$ cat src/rtl/wdog_pkg.sv
package wdog_pkg;

  // Configuration snapshot; compared as a whole to detect a change.
  typedef struct packed {
    logic [1:0] period;
    logic       fast;
    logic       window;
  } wdog_cfg_t;

  localparam logic [1:0] PERIOD_OFF = 2'b00;

endpackage

$ cat src/rtl/wdog_cfg_decode.sv
module wdog_cfg_decode
  import wdog_pkg::*;
#(
  parameter int CNT_W = 18,
  parameter int S1 = 5,
  parameter int S2 = 8,
  parameter int S3 = 10,
  parameter int F1 = 13,
  parameter int F2 = 16,
  parameter int F3 = 18
) (
  input  wdog_cfg_t        cfg,
  output logic             enabled,
  output logic             windowed,
  output logic [CNT_W-1:0] last_cnt,
  output logic [CNT_W-1:0] win_start
);

  localparam int SP_W  = CNT_W + 1;
  localparam int SEL_W = $clog2(SP_W);

  logic [SEL_W-1:0] expo;
  logic [SP_W-1:0]  span;

  always_comb begin
    case ({cfg.fast, cfg.period})
      3'b001:  expo = SEL_W'(S1);
      3'b010:  expo = SEL_W'(S2);
      3'b011:  expo = SEL_W'(S3);
      3'b101:  expo = SEL_W'(F1);
      3'b110:  expo = SEL_W'(F2);
      3'b111:  expo = SEL_W'(F3);
      default: expo = '0;
    endcase
    span      = SP_W'(1) << expo;
    // last count value before expiry, and the count at which the window opens
    last_cnt  = CNT_W'(span - SP_W'(1));
    win_start = CNT_W'(span - (span >> 2));
    enabled   = (cfg.period != PERIOD_OFF);
    windowed  = enabled && cfg.fast && cfg.window;
  end

endmodule

$ cat src/rtl/wdog_seq.sv
module wdog_seq #(
  parameter int             DW    = 8,
  parameter logic [DW-1:0]  KEY_A = DW'(8'h55),
  parameter logic [DW-1:0]  KEY_B = DW'(8'hAA)
) (
  input  logic          clk,
  input  logic          rst,
  input  logic          clr,
  input  logic          active,
  input  logic          premature,
  input  logic          wr_en,
  input  logic [DW-1:0] wr_data,
  output logic          service,
  output logic          violation
);

  logic armed_q;
  logic hit, is_a, is_b;

  always_comb begin
    hit       = wr_en && active;
    is_a      = (wr_data == KEY_A);
    is_b      = (wr_data == KEY_B);
    violation = hit && (premature || !(is_a || is_b));
    service   = hit && !violation && is_b && armed_q;
  end

  always_ff @(posedge clk) begin
    if (rst || clr) begin
      armed_q <= 1'b0;
    end else if (hit) begin
      // first key arms (or re-arms); anything else disarms
      armed_q <= !violation && is_a;
    end
  end

endmodule

$ cat src/rtl/wdog_count.sv
module wdog_count #(
  parameter int CNT_W = 18
) (
  input  logic             clk,
  input  logic             rst,
  input  logic             clr,
  input  logic             step,
  input  logic [CNT_W-1:0] last_cnt,
  output logic [CNT_W-1:0] cnt_q,
  output logic             expire
);

  assign expire = step && (cnt_q == last_cnt);

  always_ff @(posedge clk) begin
    if (rst || clr) begin
      cnt_q <= '0;
    end else if (expire) begin
      cnt_q <= '0;
    end else if (step) begin
      cnt_q <= cnt_q + CNT_W'(1);
    end
  end

endmodule

$ cat src/rtl/wdog_guard.sv
module wdog_guard
  import wdog_pkg::*;
#(
  parameter int            DW    = 8,
  parameter logic [DW-1:0] KEY_A = DW'(8'h55),
  parameter logic [DW-1:0] KEY_B = DW'(8'hAA),
  parameter int            S1    = 5,
  parameter int            S2    = 8,
  parameter int            S3    = 10,
  parameter int            F1    = 13,
  parameter int            F2    = 16,
  parameter int            F3    = 18
) (
  input  logic          clk,
  input  logic          rst,
  input  logic          tick_1k,
  input  logic          wr_en,
  input  logic [DW-1:0] wr_data,
  input  logic [1:0]    cfg_period,
  input  logic          cfg_fast,
  input  logic          cfg_window,
  output logic          rst_req
);

  localparam int CNT_W = F3;

  wdog_cfg_t        cfg_now, cfg_q;
  logic             cfg_change;
  logic             enabled, windowed;
  logic [CNT_W-1:0] last_cnt, win_start, cnt_q;
  logic             step, expire, premature;
  logic             service, violation, timeout;
  logic             cnt_clr, seq_clr;

  assign cfg_now = '{period: cfg_period, fast: cfg_fast, window: cfg_window};

  always_ff @(posedge clk) begin
    cfg_q <= cfg_now;
  end

  assign cfg_change = (cfg_now != cfg_q);

  wdog_cfg_decode #(
    .CNT_W(CNT_W), .S1(S1), .S2(S2), .S3(S3), .F1(F1), .F2(F2), .F3(F3)
  ) u_decode (
    .cfg       (cfg_now),
    .enabled   (enabled),
    .windowed  (windowed),
    .last_cnt  (last_cnt),
    .win_start (win_start)
  );

  assign step      = enabled && (cfg_fast || tick_1k);
  assign premature = windowed && (cnt_q < win_start);

  wdog_seq #(.DW(DW), .KEY_A(KEY_A), .KEY_B(KEY_B)) u_seq (
    .clk       (clk),
    .rst       (rst),
    .clr       (seq_clr),
    .active    (enabled),
    .premature (premature),
    .wr_en     (wr_en),
    .wr_data   (wr_data),
    .service   (service),
    .violation (violation)
  );

  wdog_count #(.CNT_W(CNT_W)) u_count (
    .clk      (clk),
    .rst      (rst),
    .clr      (cnt_clr),
    .step     (step),
    .last_cnt (last_cnt),
    .cnt_q    (cnt_q),
    .expire   (expire)
  );

  // a completed service or a config change in the same cycle outranks expiry
  assign timeout = expire && !cfg_change && !service;
  assign cnt_clr = cfg_change || !enabled || service || violation;
  assign seq_clr = cfg_change || timeout;

  always_ff @(posedge clk) begin
    if (rst) begin
      rst_req <= 1'b0;
    end else begin
      rst_req <= violation || timeout;
    end
  end

endmodule

$ cat config.mk
export PLATFORM = sky130hd
export DESIGN_NAME = wdog_guard
export DESIGN_NICKNAME = d
export VERILOG_FILES = /design/src/rtl/wdog_pkg.sv /design/src/rtl/wdog_cfg_decode.sv /design/src/rtl/wdog_seq.sv /design/src/rtl/wdog_count.sv /design/src/rtl/wdog_guard.sv
export SDC_FILE = /design/constraint.sdc
export NUM_CORES = 1
export LEC_CHECK = 0
export BUFFER_PORTS_ARGS = -buffer_cell sky130_fd_sc_hd__buf_2
export CAP_MARGIN = 10
export CORE_AREA = 2 2 96 52
export DETAILED_ROUTE_END_ITERATION = 12
export DIE_AREA = 0 0 98 54
export PLACE_DENSITY_LB_ADDON = 0.25
export REMOVE_ABC_BUFFERS = 1
export SYNTH_ARGS = -nofsm -noshare
export SYNTH_HDL_FRONTEND = slang
export SYNTH_SLANG_ARGS = --single-unit
$ cat constraint.sdc
create_clock -name clk -period 8.2 [get_ports clk]
set_clock_uncertainty 0.2 [all_clocks]
set_input_delay 0.41 -clock clk [delete_from_list [all_inputs] [get_ports clk]]
set_output_delay 0.41 -clock clk [all_outputs]
set_load 0.01 [all_outputs]
# --- After elaboration in Yosys (flattened, before gate mapping) ---
# Cells that the tools add are included.
word_totals:
  register_bits: 24
  inputBits: 16
  output_inout_bits: 1
classes:
  add_sub_neg: 3
  n_lt_le_gt_ge: 1
  n_eq_ne: 10
  shifts: 1
  mux: 1
  reduce_logical: 30
op_table:
  columns: ["operator", "count"]
  rows:
  - ["5-bit one-hot mux with 6 select lines", 1]
  - ["1-bit by 5-bit left shift with 19-bit output (first input constant)", 1]
  - ["18-bit by 1-bit adder with 18-bit output (second input constant)", 1]
  - ["18-bit == test", 1]
  - ["18-bit < comparator", 1]
  - ["18-bit by 1-bit subtractor with 18-bit output (second input constant)", 1]
  - ["18-bit by 17-bit subtractor with 18-bit output", 1]
  - ["1-bit logical AND", 13]
  - ["1-bit logical OR", 10]
  - ["3-bit == test (second input constant)", 3]
  - ["8-bit by 7-bit == test with 1-bit output (second input constant)", 1]
  - ["8-bit == test (second input constant)", 1]
  - ["3-bit by 2-bit == test with 1-bit output (second input constant)", 2]
  - ["1-bit logical NOT", 5]
  - ["4-bit != test", 1]
  - ["3-bit by 1-bit == test with 1-bit output (second input constant)", 1]
  - ["2-bit nonzero test", 1]
  - ["2-bit OR reduction", 1]

# --- Logic depth before layout (Yosys ltp) ---
# Gate-level depths: netlist (run 1).
depth:
  word_depth: 16
  mapped_depth: 20
  mapped_depth_nobuf: 17

# --- By module ---
# Synthesis (run 1) repeated with hierarchy kept, for this count alone.
unflattened:
  hier_cells: 367
  hier_area_um2: 2810.2
modules_own_cells:
  columns: ["module", "instances", "cells_each", "area_each_um2", "seq_area_each_um2"]
  rows:
  - ["wdog_cfg_decode", 1, 165, 1097.3, 0.0]
  - ["wdog_count", 1, 112, 982.2, 360.3]
  - ["wdog_guard", 1, 76, 609.3, 100.1]
  - ["wdog_seq", 1, 14, 121.4, 20.0]

# --- Worst setup path before layout (run 1) ---
# No wires, ideal clock.
synth_path:
  kind: "in2reg"
  startpoint: "input port cfg_period[0]"
  endpoint: "register u_count.cnt_q[0]"
  arrival_time_ns: 3.809
  required_ns: 7.884
  setup_slack_ns: 4.075
  path_stages: 17
  cell_sequence: "buf_2 -> inv_2 -> or3_1 -> ha_1 -> o21ai_0 -> a21oi_1 -> o41a_1 -> xnor2_1 -> ha_1 -> and4_1 -> o211a_1 -> a2111o_1 -> a211oi_2 -> o311a_1 -> buf_6 -> buf_12 -> nor3_2"
synth_via:
  elab_chain_cells: 16
  word_cells_on_any_way: 32
synth_lines:
  columns: ["item", "line", "source"]
  rows:
  - ["start: declaration", "wdog_guard.sv:19", "input logic [1:0] cfg_period,"]
  - ["3-bit == test, or another cell as far along", "wdog_cfg_decode.sv:26", "case ({cfg.fast, cfg.period})"]
  - ["5-bit one-hot mux with 6 select lines", "wdog_cfg_decode.sv:26", null]
  - ["1-bit by 5-bit left shift with 19-bit output", "wdog_cfg_decode.sv:35", "span = SP_W'(1) << expo;"]
  - ["18-bit by 17-bit subtractor with 18-bit output", "wdog_cfg_decode.sv:38", "win_start = CNT_W'(span - (span >> 2));"]
  - ["18-bit < comparator", "wdog_guard.sv:54", "assign premature = windowed && (cnt_q < win_start);"]
  - ["1-bit logical AND", "wdog_guard.sv:54", null]
  - ["1-bit logical OR", "wdog_seq.sv:24", "violation = hit && (premature || !(is_a || is_b));"]
  - ["1-bit logical AND", "wdog_seq.sv:24", null]
  - ["1-bit logical NOT", "wdog_seq.sv:25", "service = hit && !violation && is_b && armed_q;"]
  - ["1-bit logical AND (3 in a row)", "wdog_seq.sv:25", null]
  - ["1-bit logical OR (2 in a row)", "wdog_guard.sv:80", "assign cnt_clr = cfg_change || !enabled || service || violation;"]
  - ["1-bit logical OR", "wdog_count.sv:16", "if (rst || clr) begin"]
  - ["2-bit OR reduction (no source line)", null, null]
  - ["end signal: assignment", "wdog_count.sv:21", "cnt_q <= cnt_q + CNT_W'(1);"]
  - ["end: declaration", "wdog_count.sv:9", "output logic [CNT_W-1:0] cnt_q,"]
# Several ways; a longest one is shown, not always the timed one.
# A chain may end at the register's enable or synchronous reset.

# --- Worst setup path after layout (run 1) ---
layout_path:
  startpoint: "input port cfg_period[0]"
  endpoint: "register u_count.cnt_q[8]"
# Same word-level chain as after synthesis.

==> results of run 1 <==
metal layers:
layer  vias up  track usage  wire [µm]
li1       1316            -          -
met1      1210        0.390       3410
met2        86        0.398       2800
met3         0       0.0532        569
met4         0       0.0116          0
met5         -            0          0
logic make-up (layout without fill, tap and decap cells):
group | after synthesis | in the layout | share of synthesized area
other cells | 2 | 24 | 0.00268
buf+inv | 28 | 32 | 0.0657
simple gates | 135 | 135 | 0.271
compound gates | 85 | 85 | 0.218
fa+ha+maj | 34 | 34 | 0.155
xor+xnor | 35 | 35 | 0.110
flops | 24 | 24 | 0.172
mux | 2 | 2 | 0.00716
power breakdown:
part / internal, W / switching, W
clock network: 0.0000653 / 0.0000394
logic: 0.0000443 / 0.0000659
registers: 0.000118 / 0.000000809
total: 0.000227 / 0.000106
worst paths after layout:
kind	from	to	slack, ns	cells past startpoint
hold / removal	cfg_window	cfg_q[0]	0.07	1
setup reg to reg	u_count.cnt_q[3]	u_count.cnt_q[8]	4.90	7
setup / recovery	cfg_period[0]	u_count.cnt_q[8]	3.08	15
hold reg to reg	u_count.cnt_q[17]	u_count.cnt_q[17]	0.41	2
through the flow:
| stage | power [W] | hold slack [ns] | std cells | util | area [µm²] |
|---|---|---|---|---|---|
| global route | 0.000351 | 0.0730 | 431 | 0.649 | 2970 |
| finish | 0.000334 | 0.0733 | 431 | 0.649 | 2970 |
| global placement | 0.000224 | 0.358 | 427 | 0.634 | 2900 |
| detailed placement | 0.000226 | 0.362 | 427 | 0.634 | 2900 |
| floorplan | 0.000200 | 0.238 | 351 | - | 2740 |
| CTS | 0.000329 | 0.0782 | 431 | 0.649 | 2970 |
sequential cells by signal (all words and copies together) (netlist names):
register,cells
rst_req,1
u_seq.armed_q,1
cfg_q,4
u_count.cnt_q,18
layout by cell type, fill, tap and decap left out, types with 6 or more instances in the layout:
cell,count
dfxtp_1,24
a21o_1,6
nor3_1,16
inv_1,11
ha_1,33
conb_1,24
buf_2,16
o21ai_0,12
a21oi_1,21
nand2_1,28
nor2_1,28
nand3_1,9
xor2_1,19
nand4_1,8
nor3_2,10
xnor2_1,16
cells in the mapped netlist (6+ instances only):
cell type  count  area share
nor3_2        10       0.036
a21o_1         6       0.016
a21oi_1       21       0.038
nand3_1        9       0.016
nor3_1        16       0.029
o21ai_0       12       0.021
nand2_1       28       0.038
xnor2_1       16       0.050
inv_1         11       0.015
nand4_1        8       0.018
dfxtp_1       24        0.17
nor2_1        28       0.038
xor2_1        19       0.059
buf_6          7       0.028
ha_1          33        0.15
final cells by class:
type,instances,area [µm²],share of cell area
multi-input combinational,315,2220,0.747
sequential,24,480,0.162
timing repair buffer,16,80.1,0.0270
tap,60,75.1,0.0253
inverter,12,45.0,0.0152
clock buffer,3,41.3,0.0139
clock inverter,1,30.0,0.0101
worst reg2reg max path, delay by kind of cell, from the launching register on:
family          cells  cell delay (ns)
fa+ha+maj           1             0.31
simple gates        2             0.35
compound gates      4             1.78
flops               1             0.51
==> impl_results.md, run 1 <==
- Outcome: finished clean
- CTS tree: yes
- Arrival time worst endpoint: 5.02 ns
- Sequential element share of the synthesized area: 0.172
- Number of clock sinks: 24
- Share of cells above drive strength 1: 0.0970
- Vias: 2,612
- Power Dens Cells: 112 mW/mm²
- Hold Crit Class: primary input to flip-flop
- Clock latency on the worst-skew pair: 0.27 ns
- Worst-margin pin slew: 0.943 ns
- FP Rows: 18
- Clock slew at reported path FFs: 0.09 ns
- H-tree depth: 1
- Clk buf depth: 2
- CP endpoint kind: flip-flop
- # port buffers: 16
- Core area: 0.00457 mm²
- Most common flop cell mapped by yosys: dfxtp_1
- Pre-CTS WS: 2.92 ns
- GRT Util Overall: 0.259
- Cell with the most instances on the worst path: ha_1
- Root buf cell: clkbuf_8
- CP required: 8.11 ns
- Slew Viols, Final: 0
- Unrepaired setup endpoints after global routing: no
- Cts bufs inserted: 3
- Hold_buf cts: 0
- Total grt overflow: 0
- Drt first pass iters: 5
- Fillers: 428
- EDFF count, synth: 0
- Tmin final: 5.12 ns
- Startpoint Class: primary input
- Critical path cell sequence: buf_2 > inv_2 > or3_1 > ha_1 > o21ai_0 > a21oi_1 > o41a_1 > xnor2_1 > ha_1 > and4_1 > o211a_1 > a2111o_1 > a211oi_2 > o311a_1 > nor3_1
- Rel. slew slack: 0.371
- RD Place Congestion: 0.897
- Asr flop ratio synth: 0
- Mapped Cells: 345
- Synth Warn #: 0
- Largest net degree at the start of global routing: 24
- Leakage power: 1.23 nW
- Setup repair bufs after CTS: 0
- Area delta synth->final: 6.08%
- Initial antenna violation count: 0
- Top Family by Delay on Critical Path: compound AO/OA/AOI/OAI gates
- Setup ws final: 3.08 ns
- First-pass GRT wire length: 10,800 µm
- Vias in the first global route: 2,235
- Average cell area after synthesis: 8.11 µm²
- Post-synth cell types: 61
- DR vias/cell: 6.06
- Post-Route WL: 6770 µm
- Die width: 98 µm
- Routed len/inst: 15.7 µm
- Routed Antenna Nets: 0
- Initial Util: 0.612
- IO Pins: 17
- Post-route setup TNS: 0 ns
- Post-DP HPWL: 5300 µm
- Post-synthesis cell area: 0.00280 mm²
- Critical path's largest stage delay: 0.85 ns
- Max FO, Critical Path: 19
- Max-Cap Viols: 0
- Full die area: 0.00529 mm²
- Setup CP Type: primary input to flip-flop
- VDD IR max: 0.124 mV
- Drt drc: 0
- N_diodes: 0
- Final period utilization: 0.624
- F_max: 195 MHz
- Die Y: 54 µm
- Final Setup Violations: 0
- Nets: 422
- Sum of buffers and inverters on the critical path: 2
- FF+latch count, synth: 24
- DRC marker count from the first detailed-route iteration: 297
- Slowest library cell on the worst path: o311a_1
- # resized after CTS: 0
- Fin. Hold Viols: 0
No activity file was read; power rests on OpenSTA's default activity.
==> run 2, diff against run 1 <==
--- a/config.mk
+++ b/config.mk
@@ -7,9 +7,9 @@
 export LEC_CHECK = 0
 export BUFFER_PORTS_ARGS = -buffer_cell sky130_fd_sc_hd__buf_2
 export CAP_MARGIN = 10
-export CORE_AREA = 2 2 96 52
+export CORE_AREA = 2 2 103 55
 export DETAILED_ROUTE_END_ITERATION = 12
-export DIE_AREA = 0 0 98 54
+export DIE_AREA = 0 0 105 57
 export PLACE_DENSITY_LB_ADDON = 0.25
 export REMOVE_ABC_BUFFERS = 1
 export SYNTH_ARGS = -nofsm -noshare
==> constraint.sdc (replaced) <==
create_clock -name clk -period 4.3 [get_ports clk]
set_clock_uncertainty 0.2 [all_clocks]
set_input_delay 0.215 -clock clk [delete_from_list [all_inputs] [get_ports clk]]
set_output_delay 0.215 -clock clk [all_outputs]
set_load 0.01 [all_outputs]
==> impl_results.md, run 2 (synthesis results as in run 1) <==
- Worst-margin pin slew: 0.584 ns (-0.359 ns)
- Fin. Hold Viols: 0 (unchanged)
- Slowest library cell on the worst path: a2111oi_0
- Clk buf depth: 2 (unchanged)
- Routed Antenna Nets: 0 (unchanged)
- Critical path cell sequence: buf_2 > nor2b_1 > nand2_1 > ha_1 > a2111oi_0 > nor2_1 > nor2_1 > xor2_1 > ha_1 > and4_1 > o211a_1 > a2111o_1 > a211oi_2 > buf_4 > o311ai_0 > and3b_1
- Largest Register: u_count.cnt_q
- Post-route setup TNS: 0 ns (unchanged)
- Crit path capture: u_seq.armed_q
- Fin util: 0.600 (-0.0487)
- Startpoint Class: primary input
- Total power: 0.000657 W (+97%)
- CP required: 4.28 ns (-3.83 ns)
- Die width: 105 µm (+7.1%)
- Share of cells above drive strength 1: 0.127 (+0.0296)
- Power Dens Cells: 211 mW/mm² (+88%)
- DRC marker count from the first detailed-route iteration: 173 (-42%)
- Post-DP HPWL: 5820 µm (+9.9%)
- Worst R2R Setup Slack: 1.59 ns (-3.31 ns)
- Area delta synth->final: 11.2%
- Tmin final: 3.93 ns
- Post-Route M1 WL: 3860 µm (+13%)
- Met2 wire length: 2840 µm (+1.7%)
- DR vias/cell: 5.84 (-3.6%)
- FP Rows: 19 (+1)
- Worst R2R End: u_seq.armed_q
- Vias in the first global route: 2,334 (+4.4%)
- Cells on worst reg2reg path: 8 (+1)
- Rel. slew slack: 0.608 (+0.236)
- Slew Viols, Final: 0 (unchanged)
- Most common cell after layout, fill and taps aside: ha_1
- Hold_buf cts: 3 (+3)
- Routed len/inst: 15.7 µm (+0.13%)
- Drt first pass iters: 5 (unchanged)
- Total grt overflow: 0 (unchanged)
- # resized after CTS: 0 (unchanged)
- RD Place Congestion: 0.957 (+6.7%)
- Clock slew at reported path FFs: 0.09 ns (about the same)
- H-tree depth: 1 (unchanged)
- Final period utilization: 0.913
- F_max: 255 MHz
- Initial antenna violation count: 0 (unchanged)
- First-pass GRT wire length: 11,800 µm (+9.3%)
- Nets: 438 (+3.8%)
- Routed wire length on met3: 509 µm (-11%)
- Crit path depth: 16 (+1)
- Hold Crit Class: primary input to flip-flop
- Footprint of the multi-input gates: 0.00222 mm² (unchanged)
- Post-Route WL: 7240 µm (+6.9%)
- Outcome: finished clean
- Reg2reg start: u_count.cnt_q[3]
- CTS tree: yes
- Sequential cell area: 480 µm² (unchanged)
- N_diodes: 0 (unchanged)
- Initial Util: 0.540 (-0.0721)
- Root buf cell: clkbuf_8
- Sum of buffers and inverters on the critical path: 2 (unchanged)
- Cts bufs inserted: 3 (unchanged)
- Top routing layer in use: met4
- Unrepaired setup endpoints after global routing: no
- Critical Path Source: cfg_period[1]
- IO Pins: 17 (unchanged)
- Full die area: 0.00599 mm² (+13%)
- Top flop regs: u_count.cnt_q x18, cfg_q x4
- Arrival time worst endpoint: 3.90 ns (-1.12 ns)
- Fillers: 518 (+21%)
- Max FO, Critical Path: 12 (-7)
- Number of clock sinks: 24 (unchanged)
- Top Family by Delay on Critical Path: compound AO/OA/AOI/OAI gates
- Hold Crit Start: wr_en
- CP endpoint kind: flip-flop
- Clock latency on the worst-skew pair: 0.27 ns (about the same)
- Drt drc: 0 (unchanged)
- GRT Util Overall: 0.247 (-0.0117)
- Core area: 0.00518 mm² (+13%)
- Final Setup Violations: 0 (unchanged)
- Critical path's largest stage delay: 0.50 ns (-0.35 ns)
- Vias: 2,688 (+2.9%)
- Most frequent cells in the layout: ha_1 (33), nor2_1 (28), nand2_1 (28)
- VDD IR max: 0.140 mV (+12%)
- Die Y: 57 µm (+5.6%)
- Leakage power: 1.31 nW (+6.1%)
- Max-Cap Viols: 0 (unchanged)
- Setup repair bufs after CTS: 0 (unchanged)
- # port buffers: 16 (unchanged)
- Largest register FFs: 18 (unchanged)
- Setup CP Type: primary input to flip-flop
- Largest net degree at the start of global routing: 19 (-21%)
[run 2: cell types whose count changed in the layout (fill, tap and decap cells not counted)]
cell	before	now
buf_4	0	13
dlygate4sd3_1	0	3
[run 2: layout make-up]
| type | instances | area share |
|---|---|---|
| Inverter | 12 | 0.0145 |
| Timing Repair Buffer | 32 | 0.0667 |
| Sequential cell | 24 | 0.154 |
| Multi-Input combinational cell | 315 | 0.712 |
| Clock buffer | 3 | 0.0133 |
| Clock inverter | 1 | 0.00965 |
| Tap cell | 73 | 0.0294 |
[run 2: routing by layer]
layer | vias to the layer above | GRT usage
li1 | 1347 | -
met1 | 1257 | 0.390
met2 | 82 | 0.357
met3 | 2 | 0.0480
met4 | 0 | 0.0248
met5 | - | 0
[run 2: worst min-delay path: cells and delay by family]
kind	cells	cell delay, ns
buf+inv	1	0.11
simple gates	1	0.11
compound gates	1	0.09
[run 2: worst min-delay path by stage]
stage / endpoint / cells after the start
2_1_floorplan: cfg_q[0] / 0
3_3_place_gp: cfg_q[0] / 1
3_5_place_dp: cfg_q[0] / 1
4_1_cts: rst_req / 3
5_1_grt: rst_req / 3
6_report: rst_req / 3
[run 2: power breakdown]
group          switching (W)  internal, W  total (W)
sequential        0.00000157     0.000225   0.000226
clock              0.0000804     0.000125   0.000205
combinational       0.000130    0.0000956   0.000225
total               0.000212     0.000445   0.000657
[run 2: per-stage QoR]
stage                     instance area (µm²)  hold WS, ns  setup WS, ns  std cells
after floorplan                          2740       0.0427         0.285        351
after global placement                   3010        0.159         0.233        453
after detailed placement                 3010        0.164         0.174        453
after CTS                                3110       0.0841         0.457        460
after global routing                     3110        0.106         0.110        460
final                                    3110       0.0918         0.373        460
==> run 3, diff against run 2 <==
==> constraint.sdc (replaced) <==
create_clock -name clk -period 4.3 [get_ports clk]
set_clock_uncertainty 0.2 [all_clocks]
set_input_delay 0 -clock clk [delete_from_list [all_inputs] [get_ports clk]]
set_output_delay 0 -clock clk [all_outputs]
set_load 0.01 [all_outputs]
==> impl_results.md, run 3 (synthesis results as in run 1) <==
- Worst R2R End: rst_req
- Tmin final: 4.16 ns (+0.229 ns)
- N_diodes: 0 (unchanged)
- Total grt overflow: 0 (unchanged)
- Final instance area: 0.00313 mm² (+0.68%)
- Setup repair bufs after CTS: 0 (unchanged)
- Top flop regs: u_count.cnt_q x18, cfg_q x4
- Routed Antenna Nets: 0 (unchanged)
- Vias in the first global route: 2,390 (+2.4%)
- Cts bufs inserted: 3 (unchanged)
- Slowest library cell on the worst path: dlygate4sd3_1
- Drt first pass iters: 5 (unchanged)
- Largest Register: u_count.cnt_q
- Share of cells above drive strength 1: 0.122 (-0.00485)
- Reg2reg start: u_count.cnt_q[9]
- Initial Util: 0.540 (unchanged)
- Vias: 2,710 (+0.82%)
- Placed instance area: 0.00298 mm² (-1.0%)
- Full die area: 0.00599 mm² (unchanged)
- F_max: 241 MHz (-5.5%)
- IO Pins: 17 (unchanged)
- CTS tree: yes
- Hold Crit Start: tick_1k
- Rel. slew slack: 0.579 (-0.0291)
- Clock slew at reported path FFs: 0.09 ns (about the same)
- Pre-CTS WS: 0.261 ns (+0.0872 ns)
- FP Rows: 19 (unchanged)
- Hold Crit Class: primary input to flip-flop
- Area delta synth->final: 12.0%
- Largest net degree at the start of global routing: 19 (unchanged)
- VDD IR max: 0.166 mV (+19%)
- Post-route setup TNS: 0 ns (unchanged)
- Slew Viols, Final: 0 (unchanged)
- Drt drc: 0 (unchanged)
- Setup CP Type: primary input to flip-flop
- Most frequent cells in the layout: ha_1 (33), nor2_1 (28), nand2_1 (28)
- Root buf cell: clkbuf_8
- Critical path cell sequence: buf_2 > inv_2 > or3_1 > ha_1 > o21ai_0 > a21oi_1 > o41a_1 > xnor2_1 > ha_1 > and4_1 > o211a_1 > a2111o_1 > a211oi_4 > o311ai_1 > o32ai_1 > dlygate4sd3_1
- DR vias/cell: 5.90 (+1.0%)
- Clk buf depth: 2 (unchanged)
- Number of clock sinks: 24 (unchanged)
- Cell with the most instances on the worst path: ha_1
- Hold path endpoint: u_count.cnt_q[0]
- Largest register FFs: 18 (unchanged)
- # port buffers: 16 (unchanged)
- Startpoint Class: primary input
- Max FO, Critical Path: 9 (-3)
- Final period utilization: 0.967 (+0.0534)
- Routed len/inst: 16.0 µm (+1.9%)
- Power Dens Cells: 210 mW/mm² (-0.33%)
- Fillers: 475 (-8.3%)
- Clock latency on the worst-skew pair: 0.28 ns (about the same)
- Initial antenna violation count: 0 (unchanged)
- Outcome: finished clean
- Post-DP HPWL: 5740 µm (-1.5%)
- Cells on worst reg2reg path: 8 (unchanged)
- Unrepaired setup endpoints after global routing: no
- Critical path's largest stage delay: 0.61 ns (+0.11 ns)
- Top Family by Delay on Critical Path: compound AO/OA/AOI/OAI gates
- Fin. Hold Viols: 0 (unchanged)
- Setup ws final: 0.143 ns (-0.229 ns)
- Nets: 437 (-0.23%)
- Most common cell after layout, fill and taps aside: ha_1
- Worst Hold Depth: 4 (+1)
- Die width: 105 µm (unchanged)
- Non-Filler Instances: 459 (-0.22%)
- Leakage power: 1.30 nW (-0.27%)
- Core area: 0.00518 mm² (unchanged)
- Sum of buffers and inverters on the critical path: 3 (+1)
- DRC marker count from the first detailed-route iteration: 248 (+43%)
- Worst-margin pin slew: 0.627 ns (+0.0434 ns)
- GRT Util Overall: 0.247 (-0.000251)
- # placed instances: 449 (-0.88%)
- Max-Cap Viols: 0 (unchanged)
- Worst R2R Setup Slack: 1.21 ns (-0.38 ns)
- Final Setup Violations: 0 (unchanged)
- Arrival time worst endpoint: 4.18 ns (+0.28 ns)
- CP required: 4.32 ns (+0.04 ns)
- CP endpoint kind: flip-flop
- RD Place Congestion: 0.845 (-12%)
- H-tree depth: 1 (unchanged)
- First-pass GRT wire length: 11,800 µm (-0.23%)
- Die Y: 57 µm (unchanged)
- Post-Route WL: 7360 µm (+1.6%)
[run 3: cell types whose count changed in the layout (fill, tap and decap cells not counted), sizes merged]
| cell | previous run | this run |
|---|---|---|
| buf | 29 | 25 |
| dlygate4sd3 | 3 | 6 |
[run 3: metrics by stage]
| stage | util | total power [W] | hold WS [ns] |
|---|---|---|---|
| final | 0.605 | 0.000659 | 0.0261 |
| after CTS | 0.600 | 0.000646 | 0.0206 |
| after global placement | 0.575 | 0.000437 | -0.0573 |
| after detailed placement | 0.575 | 0.000442 | -0.0494 |
| after global routing | 0.605 | 0.000689 | 0.0513 |
| after floorplan | - | 0.000382 | -0.172 |
[run 3: cell type report]
cell class	instances	area [µm²]	area share
multi-input combinational	315	2240	0.714
sequential	24	480	0.153
timing repair buffer	31	208	0.0663
tap	73	91.3	0.0292
inverter	12	45.0	0.0144
clock buffer	3	41.3	0.0132
clock inverter	1	30.0	0.00958
[run 3: worst max path at each step]
stage | startpoint | to | slack (ns) | cells past startpoint
6_report | cfg_period[0] | rst_req | 0.14 | 16
5_1_grt | cfg_period[0] | rst_req | 0.06 | 16
4_1_cts | cfg_period[0] | rst_req | 0.17 | 16
3_5_place_dp | cfg_period[0] | u_count.cnt_q[5] | 0.26 | 16
3_3_place_gp | cfg_period[1] | u_count.cnt_q[3] | 0.33 | 16
2_1_floorplan | cfg_period[0] | u_count.cnt_q[17] | 0.50 | 14
[run 3: worst reg2reg max path, delay by kind of cell, from the launching register on]
| kind | cells | cell delay [ns] |
|---|---|---|
| AOI/OAI and AO/OA | 5 | 1.22 |
| adders and majority gates | 1 | 0.30 |
| buffers and inverters | 1 | 0.61 |
| DFF | 1 | 0.47 |
| and+or+nand+nor | 1 | 0.23 |
[run 3: report_power, final]
| part | internal [W] | total [W] | switching, W | leakage [nW] |
|---|---|---|---|---|
| clock network | 0.000125 | 0.000202 | 0.0000773 | 0.0357 |
| registers | 0.000225 | 0.000226 | 0.00000162 | 0.195 |
| logic | 0.0000967 | 0.000231 | 0.000134 | 1.07 |
[run 3: repair_timing]
item / 4_1_cts / 5_1_grt
hold endpoints to repair: 6 / 0
gates resized for setup: 0 / 7
hold buffers: 6 / 0
endpoints found under the setup margin: 0 / 1
[run 3: layer usage]
metal | track usage | up-vias | share of wire
met5 | 0 | - | 0
li1 | - | 1347 | -
met3 | 0.0343 | 4 | 0.072
met1 | 0.373 | 1259 | 0.50
met4 | 0.0171 | 0 | 0.0035
met2 | 0.394 | 100 | 0.42
